## src/rtl/smac_pkg.sv

```systemverilog
package smac_pkg;
    localparam int unsigned DATA_W  = 16;
    localparam int unsigned ROW_W   = 6;
    localparam int unsigned ENTRIES = 1 << ROW_W;
    localparam int unsigned AIDX_W  = 12;

    typedef struct packed {
        logic [AIDX_W-1:0] index;
        logic [DATA_W-1:0] value;
    } act_entry_t;
endpackage

```

## src/rtl/smac_act_queue.sv

```systemverilog
module smac_act_queue
    import smac_pkg::*;
#(
    parameter int unsigned DEPTH = 8
) (
    input  logic       clk,
    input  logic       rst_n,
    input  logic       push_valid,
    input  act_entry_t push_data,
    output logic       push_ready,
    input  logic       pop,
    output logic       head_valid,
    output act_entry_t head_data,
    output logic       full,
    output logic       empty
);
    localparam int unsigned PTR_W = (DEPTH > 1) ? $clog2(DEPTH) : 1;
    localparam int unsigned CNT_W = $clog2(DEPTH + 1);
    localparam logic [CNT_W-1:0] CNT_MAX = CNT_W'(DEPTH);
    localparam logic [PTR_W-1:0] PTR_LAST = PTR_W'(DEPTH - 1);

    typedef struct packed {
        act_entry_t [DEPTH-1:0] mem;
        logic [PTR_W-1:0]       wr_ptr;
        logic [PTR_W-1:0]       rd_ptr;
        logic [CNT_W-1:0]       count;
    } q_state_t;

    q_state_t st_d, st_q;
    logic     do_push, do_pop;

    always_comb begin
        st_d    = st_q;
        do_push = push_valid && (st_q.count != CNT_MAX);
        do_pop  = pop && (st_q.count != '0);
        if (do_push) begin
            st_d.mem[st_q.wr_ptr] = push_data;
            st_d.wr_ptr = (st_q.wr_ptr == PTR_LAST) ? '0 : st_q.wr_ptr + 1'b1;
        end
        if (do_pop) begin
            st_d.rd_ptr = (st_q.rd_ptr == PTR_LAST) ? '0 : st_q.rd_ptr + 1'b1;
        end
        if (do_push && !do_pop) begin
            st_d.count = st_q.count + 1'b1;
        end else if (do_pop && !do_push) begin
            st_d.count = st_q.count - 1'b1;
        end
    end

    always_ff @(posedge clk or negedge rst_n) begin
        if (!rst_n) begin
            st_q <= '0;
        end else begin
            st_q <= st_d;
        end
    end

    assign full       = (st_q.count == CNT_MAX);
    assign empty      = (st_q.count == '0);
    assign push_ready = !full;
    assign head_valid = !empty;
    assign head_data  = st_q.mem[st_q.rd_ptr];

    AST_COUNT_BOUND: assert property (@(posedge clk) disable iff (!rst_n)
        st_q.count <= CNT_MAX);
    AST_FULL_FROM_PUSH: assert property (@(posedge clk) disable iff (!rst_n)
        $rose(full) |-> $past(push_valid));
    AST_POP_NONEMPTY: assert property (@(posedge clk) disable iff (!rst_n)
        pop |-> !empty);
    AST_HEAD_HELD: assert property (@(posedge clk) disable iff (!rst_n)
        (!pop && head_valid) |=> $stable(head_data));
endmodule

```

## src/rtl/smac_acc_pipe.sv

```systemverilog
module smac_acc_pipe
    import smac_pkg::*;
#(
    parameter int unsigned FRAC_W = 8
) (
    input  logic              clk,
    input  logic              rst_n,
    input  logic              clr,
    input  logic              in_valid,
    input  logic [DATA_W-1:0] in_act,
    input  logic [DATA_W-1:0] in_wt,
    input  logic [ROW_W-1:0]  in_row,
    input  logic [ROW_W-1:0]  rd_row,
    output logic [DATA_W-1:0] rd_data,
    output logic              busy
);
    localparam int unsigned PROD_W = 2 * DATA_W;
    localparam int unsigned SUM_W  = PROD_W + 1;
    localparam logic [SUM_W-1:0] SAT_HI = {{(SUM_W-DATA_W+1){1'b0}}, {(DATA_W-1){1'b1}}};
    localparam logic [SUM_W-1:0] SAT_LO = {{(SUM_W-DATA_W+1){1'b1}}, {(DATA_W-1){1'b0}}};

    typedef struct packed {
        logic [ENTRIES-1:0][DATA_W-1:0] rf;
        logic                           s1_valid;
        logic [ROW_W-1:0]               s1_row;
        logic [DATA_W-1:0]              s1_base;
        logic [PROD_W-1:0]              s1_prod;
    } p_state_t;

    p_state_t                 st_d, st_q;
    logic signed [PROD_W-1:0] prod_full, prod_sh;
    logic [SUM_W-1:0]         raw_sum;
    logic [DATA_W-1:0]        wb_sat;
    logic                     fwd_hit;

    always_comb begin
        // stage 2: add the held product to the held base and clamp
        raw_sum = {{(SUM_W-DATA_W){st_q.s1_base[DATA_W-1]}}, st_q.s1_base}
                + {st_q.s1_prod[PROD_W-1], st_q.s1_prod};
        if ($signed(raw_sum) > $signed(SAT_HI)) begin
            wb_sat = SAT_HI[DATA_W-1:0];
        end else if ($signed(raw_sum) < $signed(SAT_LO)) begin
            wb_sat = SAT_LO[DATA_W-1:0];
        end else begin
            wb_sat = raw_sum[DATA_W-1:0];
        end

        // stage 1: multiply, scale, read base with forwarding
        prod_full = $signed(in_act) * $signed(in_wt);
        prod_sh   = prod_full >>> FRAC_W;
        fwd_hit   = st_q.s1_valid && (st_q.s1_row == in_row);

        st_d          = st_q;
        st_d.s1_valid = in_valid;
        st_d.s1_row   = in_row;
        st_d.s1_prod  = prod_sh;
        st_d.s1_base  = fwd_hit ? wb_sat : st_q.rf[in_row];
        if (st_q.s1_valid) begin
            st_d.rf[st_q.s1_row] = wb_sat;
        end
        if (clr) begin
            st_d.rf       = '0;
            st_d.s1_valid = 1'b0;
        end
    end

    always_ff @(posedge clk or negedge rst_n) begin
        if (!rst_n) begin
            st_q <= '0;
        end else begin
            st_q <= st_d;
        end
    end

    assign rd_data = st_q.rf[rd_row];
    assign busy    = st_q.s1_valid;

    AST_CLR_ZEROES: assert property (@(posedge clk) disable iff (!rst_n)
        clr |=> (st_q.rf == '0) && !busy);
    AST_WB_LANDS: assert property (@(posedge clk) disable iff (!rst_n)
        (st_q.s1_valid && !clr) |=> st_q.rf[$past(st_q.s1_row)] == $past(wb_sat));
    AST_SAT_SIGN: assert property (@(posedge clk) disable iff (!rst_n)
        (st_q.s1_valid && !st_q.s1_base[DATA_W-1] && !st_q.s1_prod[PROD_W-1])
            |-> !wb_sat[DATA_W-1]);
    AST_FWD_BASE: assert property (@(posedge clk) disable iff (!rst_n)
        (in_valid && !clr && st_q.s1_valid && (st_q.s1_row == in_row))
            |=> st_q.s1_base == $past(wb_sat));
endmodule

```

## src/rtl/sparse_mac_unit.sv

```systemverilog
module sparse_mac_unit
    import smac_pkg::*;
#(
    parameter int unsigned Q_DEPTH = 8,
    parameter int unsigned FRAC_W  = 8
) (
    input  logic              clk,
    input  logic              rst_n,
    input  logic              clr,
    input  logic              act_valid,
    input  logic [DATA_W-1:0] act_value,
    input  logic [AIDX_W-1:0] act_index,
    output logic              act_ready,
    output logic              q_full,
    output logic              q_empty,
    output logic              head_valid,
    output logic [AIDX_W-1:0] head_index,
    input  logic              wt_valid,
    input  logic [DATA_W-1:0] wt_value,
    input  logic [ROW_W-1:0]  wt_row,
    input  logic              wt_last,
    output logic              wt_ready,
    input  logic [ROW_W-1:0]  rd_row,
    output logic [DATA_W-1:0] rd_data,
    output logic              pipe_busy
);
    act_entry_t push_ent, head_ent;
    logic       take, retire;

    assign push_ent.index = act_index;
    assign push_ent.value = act_value;
    assign wt_ready   = head_valid && !clr;
    assign take       = wt_valid && wt_ready;
    assign retire     = take && wt_last;
    assign head_index = head_ent.index;

    smac_act_queue #(.DEPTH(Q_DEPTH)) i_queue (
        .clk        (clk),
        .rst_n      (rst_n),
        .push_valid (act_valid),
        .push_data  (push_ent),
        .push_ready (act_ready),
        .pop        (retire),
        .head_valid (head_valid),
        .head_data  (head_ent),
        .full       (q_full),
        .empty      (q_empty)
    );

    smac_acc_pipe #(.FRAC_W(FRAC_W)) i_pipe (
        .clk      (clk),
        .rst_n    (rst_n),
        .clr      (clr),
        .in_valid (take),
        .in_act   (head_ent.value),
        .in_wt    (wt_value),
        .in_row   (wt_row),
        .rd_row   (rd_row),
        .rd_data  (rd_data),
        .busy     (pipe_busy)
    );

    AST_READY_VS_FULL: assert property (@(posedge clk) disable iff (!rst_n)
        act_ready |-> !q_full);
endmodule

```

## config.mk

```make
export PLATFORM = sky130hd
export DESIGN_NAME = sparse_mac_unit
export DESIGN_NICKNAME = d
export VERILOG_FILES = /design/src/rtl/smac_pkg.sv /design/src/rtl/smac_act_queue.sv /design/src/rtl/smac_acc_pipe.sv /design/src/rtl/sparse_mac_unit.sv
export SDC_FILE = /design/constraint.sdc
export NUM_CORES = 2
export LEC_CHECK = 0
export BUFFER_PORTS_ARGS = -buffer_cell sky130_fd_sc_hd__buf_2
export CORE_MARGIN = 10
export CORE_UTILIZATION = 30
export DETAILED_ROUTE_END_ITERATION = 6
export PLACE_DENSITY = 0.41
export SLEW_MARGIN = 10
export SYNTH_ARGS = -nofsm -noshare
export SYNTH_HDL_FRONTEND = slang
export SYNTH_SLANG_ARGS = --single-unit
```

## constraint.sdc

```tcl
create_clock -name clk -period 16.6 [get_ports clk]
set_clock_uncertainty 0.1 [all_clocks]
set_input_delay 3.32 -clock clk [delete_from_list [all_inputs] [get_ports clk]]
set_output_delay 3.32 -clock clk [all_outputs]
set_load 0.05 [all_outputs]
```

==> flow_summary.toml <==
[status]
outcome = "complete, no violations"

[cells_and_area]
drive_gt1_share_pct = 25.60
regArea_sq_um = 32660
fin_nets = 6357
fillers = 25500
stdcell_count = 9455
final_util_pct = 33.51
final_area_sq_um = 86860
area_growth_syn_to_layout_pct = 11.25
multi_input_area_sq_um = 41880

[yosys]
synthDistinctLibCells = 85
synth_ff_type = "dfrtp_1"
yosysWarnings = 0
async_reset_ff_share_pct = 100.0
ys_seq_area_share_pct = 41.82
synth.ff_latch_count = 1305
synth_edf_count = 0
yosysTopAreaCell = "dfrtp_1"
ys_top_cells_by_area = "dfrtp_1 (42%), mux4_2 (21%), fa_1 (6.7%)"
postSynthNetCount = 6490
synth_area_per_cell_sq_um = 12.89
synth_top_area_share_pct = 41.82
synthCells = 6055
netlist_area_sq_um = 78080

[clock_network]
clk_pin_slew_worst_paths_ns = 0.06
h-tree-depth = 4
ctsResizeCount = 0
post-cts-setup-buffers = 0
cts_tree = "yes"
cts_hold_buf = 0
clockBufferDepth = 3
clk_latency_ns = 0.83
numCtsBuffers = 157
root_buffer = "clkbuf_16"
clkSinkCount = 1305

[critical_path]
arrival_ns = 6.94
startpoint_type = "primary input"
worstPathRequired_ns = 13.18
reg2regPathDepth = 23
critPathKind = "in2out"
cp-end-kind = "output port"
crit_path_max_fanout = 66

[routing]
via_per_inst = 5.746
ant_nets = 0
wirelength_um = 285600
wl_per_cell_um = 30.20
firstDrtPassIters = 6
vias = 54330
drc_errors = 0
drt-initial-drc-count = 5368

[placement]
dp_hpwl_um = 189500
numPortBuffers = 95
gp_congestion = 0.8301
placed_cells_incl_taps = 9165
placed_cell_area_sq_um = 81660

[floorplan]
core_region_area_sq_um = 259200
ios = 96
rows = 187
die_w_um = 530.2
die_h_um = 530.2
initial_core_util_pct = 30.12
die_area_sq_um = 281100

[global_route]
grt_max_degree = 219
grt_antenna_before_repair = 26
grt_pass1_wl_um = 421600
grtUsageMet2_pct = 32.44
met1_usage_pct = 27.70
grt_pass1_vias = 56250
overflow = 0
top_usage_layer = "met2"
grtUsageMet3_pct = 3.972
track_usage_pct = 20.13

[min_path]
hold_depth = 1
hp-class = "reg2reg"

[sta]
rsz0062_at_grt = "no"
maxSlewHeadroom_pct = 15.76
finalSetupViolCount = 0
fin_crit_ns = 10.36
max_clock_freq_ghz = 0.09649
fin_tns_setup_ns = 0
worst_slew_pin_slew_ns = 1.264
hold_viol_final = 0
drv_slew = 0
min_period_over_period_pct = 62.43

[job]
drv_cap = 0
## registers in the layout, indices dropped and copies added (netlist names)
signal / cells
i_pipe.busy: 1
i_queue.st_q: 234
i_pipe.st_q: 1070
## cells in the final DEF (no fill, tap or decap), types with 19 or more instances in the layout
cell          n
xnor2_1      46
fa_1        263
buf_2        85
inv_1       312
a32o_1       64
dfrtp_1    1302
mux4_2      725
clkbuf_16   158
clkbuf_8     31
mux2_2      259
buf_4       134
ha_1        110
a21oi_2      24
and2_1      115
nor2_1       97
a21oi_1      68
a22o_1      320
a21o_1       26
nor2b_1      29
nand2_1     870
clkbuf_1     47
o31ai_1     587
o21ai_0      78
clkinv_2     19
## through the flow
stage,worst slack [ns],hold WS (ns)
3_3_place_gp,6.233,0.3722
2_1_floorplan,7.083,0.3599
3_5_place_dp,6.208,0.3795
4_1_cts,6.201,0.3928
6_report,6.236,0.3882
5_1_grt,6.042,0.4124
## worst max-delay path, stage by stage
cell	delay, ns
buf_8	0.57
buf_4	0.76
mux4_2	0.61
mux4_2	0.63
mux4_2	0.57
buf_2	0.25
## final cells by class
type                       instances  share of cell area, %
antenna                           10                0.02881
sequential                      1305                  37.60
timing repair buffer             233                  1.937
clock inverter                    44                 0.7130
multi-input combinational       3912                  48.22
clock buffer                     236                  5.246
tap                             3402                  4.900
inverter                         313                  1.353
## routing by layer
| layer | routed length (um) | vias up |
|---|---|---|
| met5 | 160 | - |
| met4 | 8278 | 24 |
| met3 | 19050 | 498 |
| met2 | 134600 | 1982 |
| met1 | 123500 | 29340 |
| li1 | - | 22480 |
## cells by family after synthesis
| kind of cell | count (synthesis) | share of synthesized area, % |
|---|---|---|
| compound gates | 1260 | 12.44 |
| xor+xnor | 59 | 0.6715 |
| fa+ha+maj | 373 | 8.506 |
| buf+inv | 838 | 5.075 |
| flops | 1305 | 41.82 |
| mux | 990 | 24.73 |
| simple gates | 1230 | 6.758 |
## Yosys cell counts (all sizes together), types with 21 or more instances
cell type,count
mux2,261
a21o,26
ha,110
buf,265
a22o,320
clkbuf,260
mux4,725
o21ai,84
nor2b,29
nor2,103
o31ai,587
dfrtp,1305
a32o,64
nand2,871
nor3,21
xnor2,47
a21oi,108
fa,263
and2,117
inv,312
## final timing paths
check / from / end / slack, ns
max: rd_row[0] / rd_data[8] / 6.24
min: i_queue.st_q[3] / i_queue.st_q[3] / 0.39
max reg2reg: i_queue.st_q[4] / i_pipe.st_q[23] / 8.07
min reg2reg: i_queue.st_q[3] / i_queue.st_q[3] / 0.39
max in group asynchronous: rst_n / i_queue.st_q[105] / 10.88
min in group asynchronous: rst_n / i_pipe.st_q[72] / 2.39
Power is not shown: default switching activity piles up to over one toggle a cycle in this logic, so the estimate is an artifact.
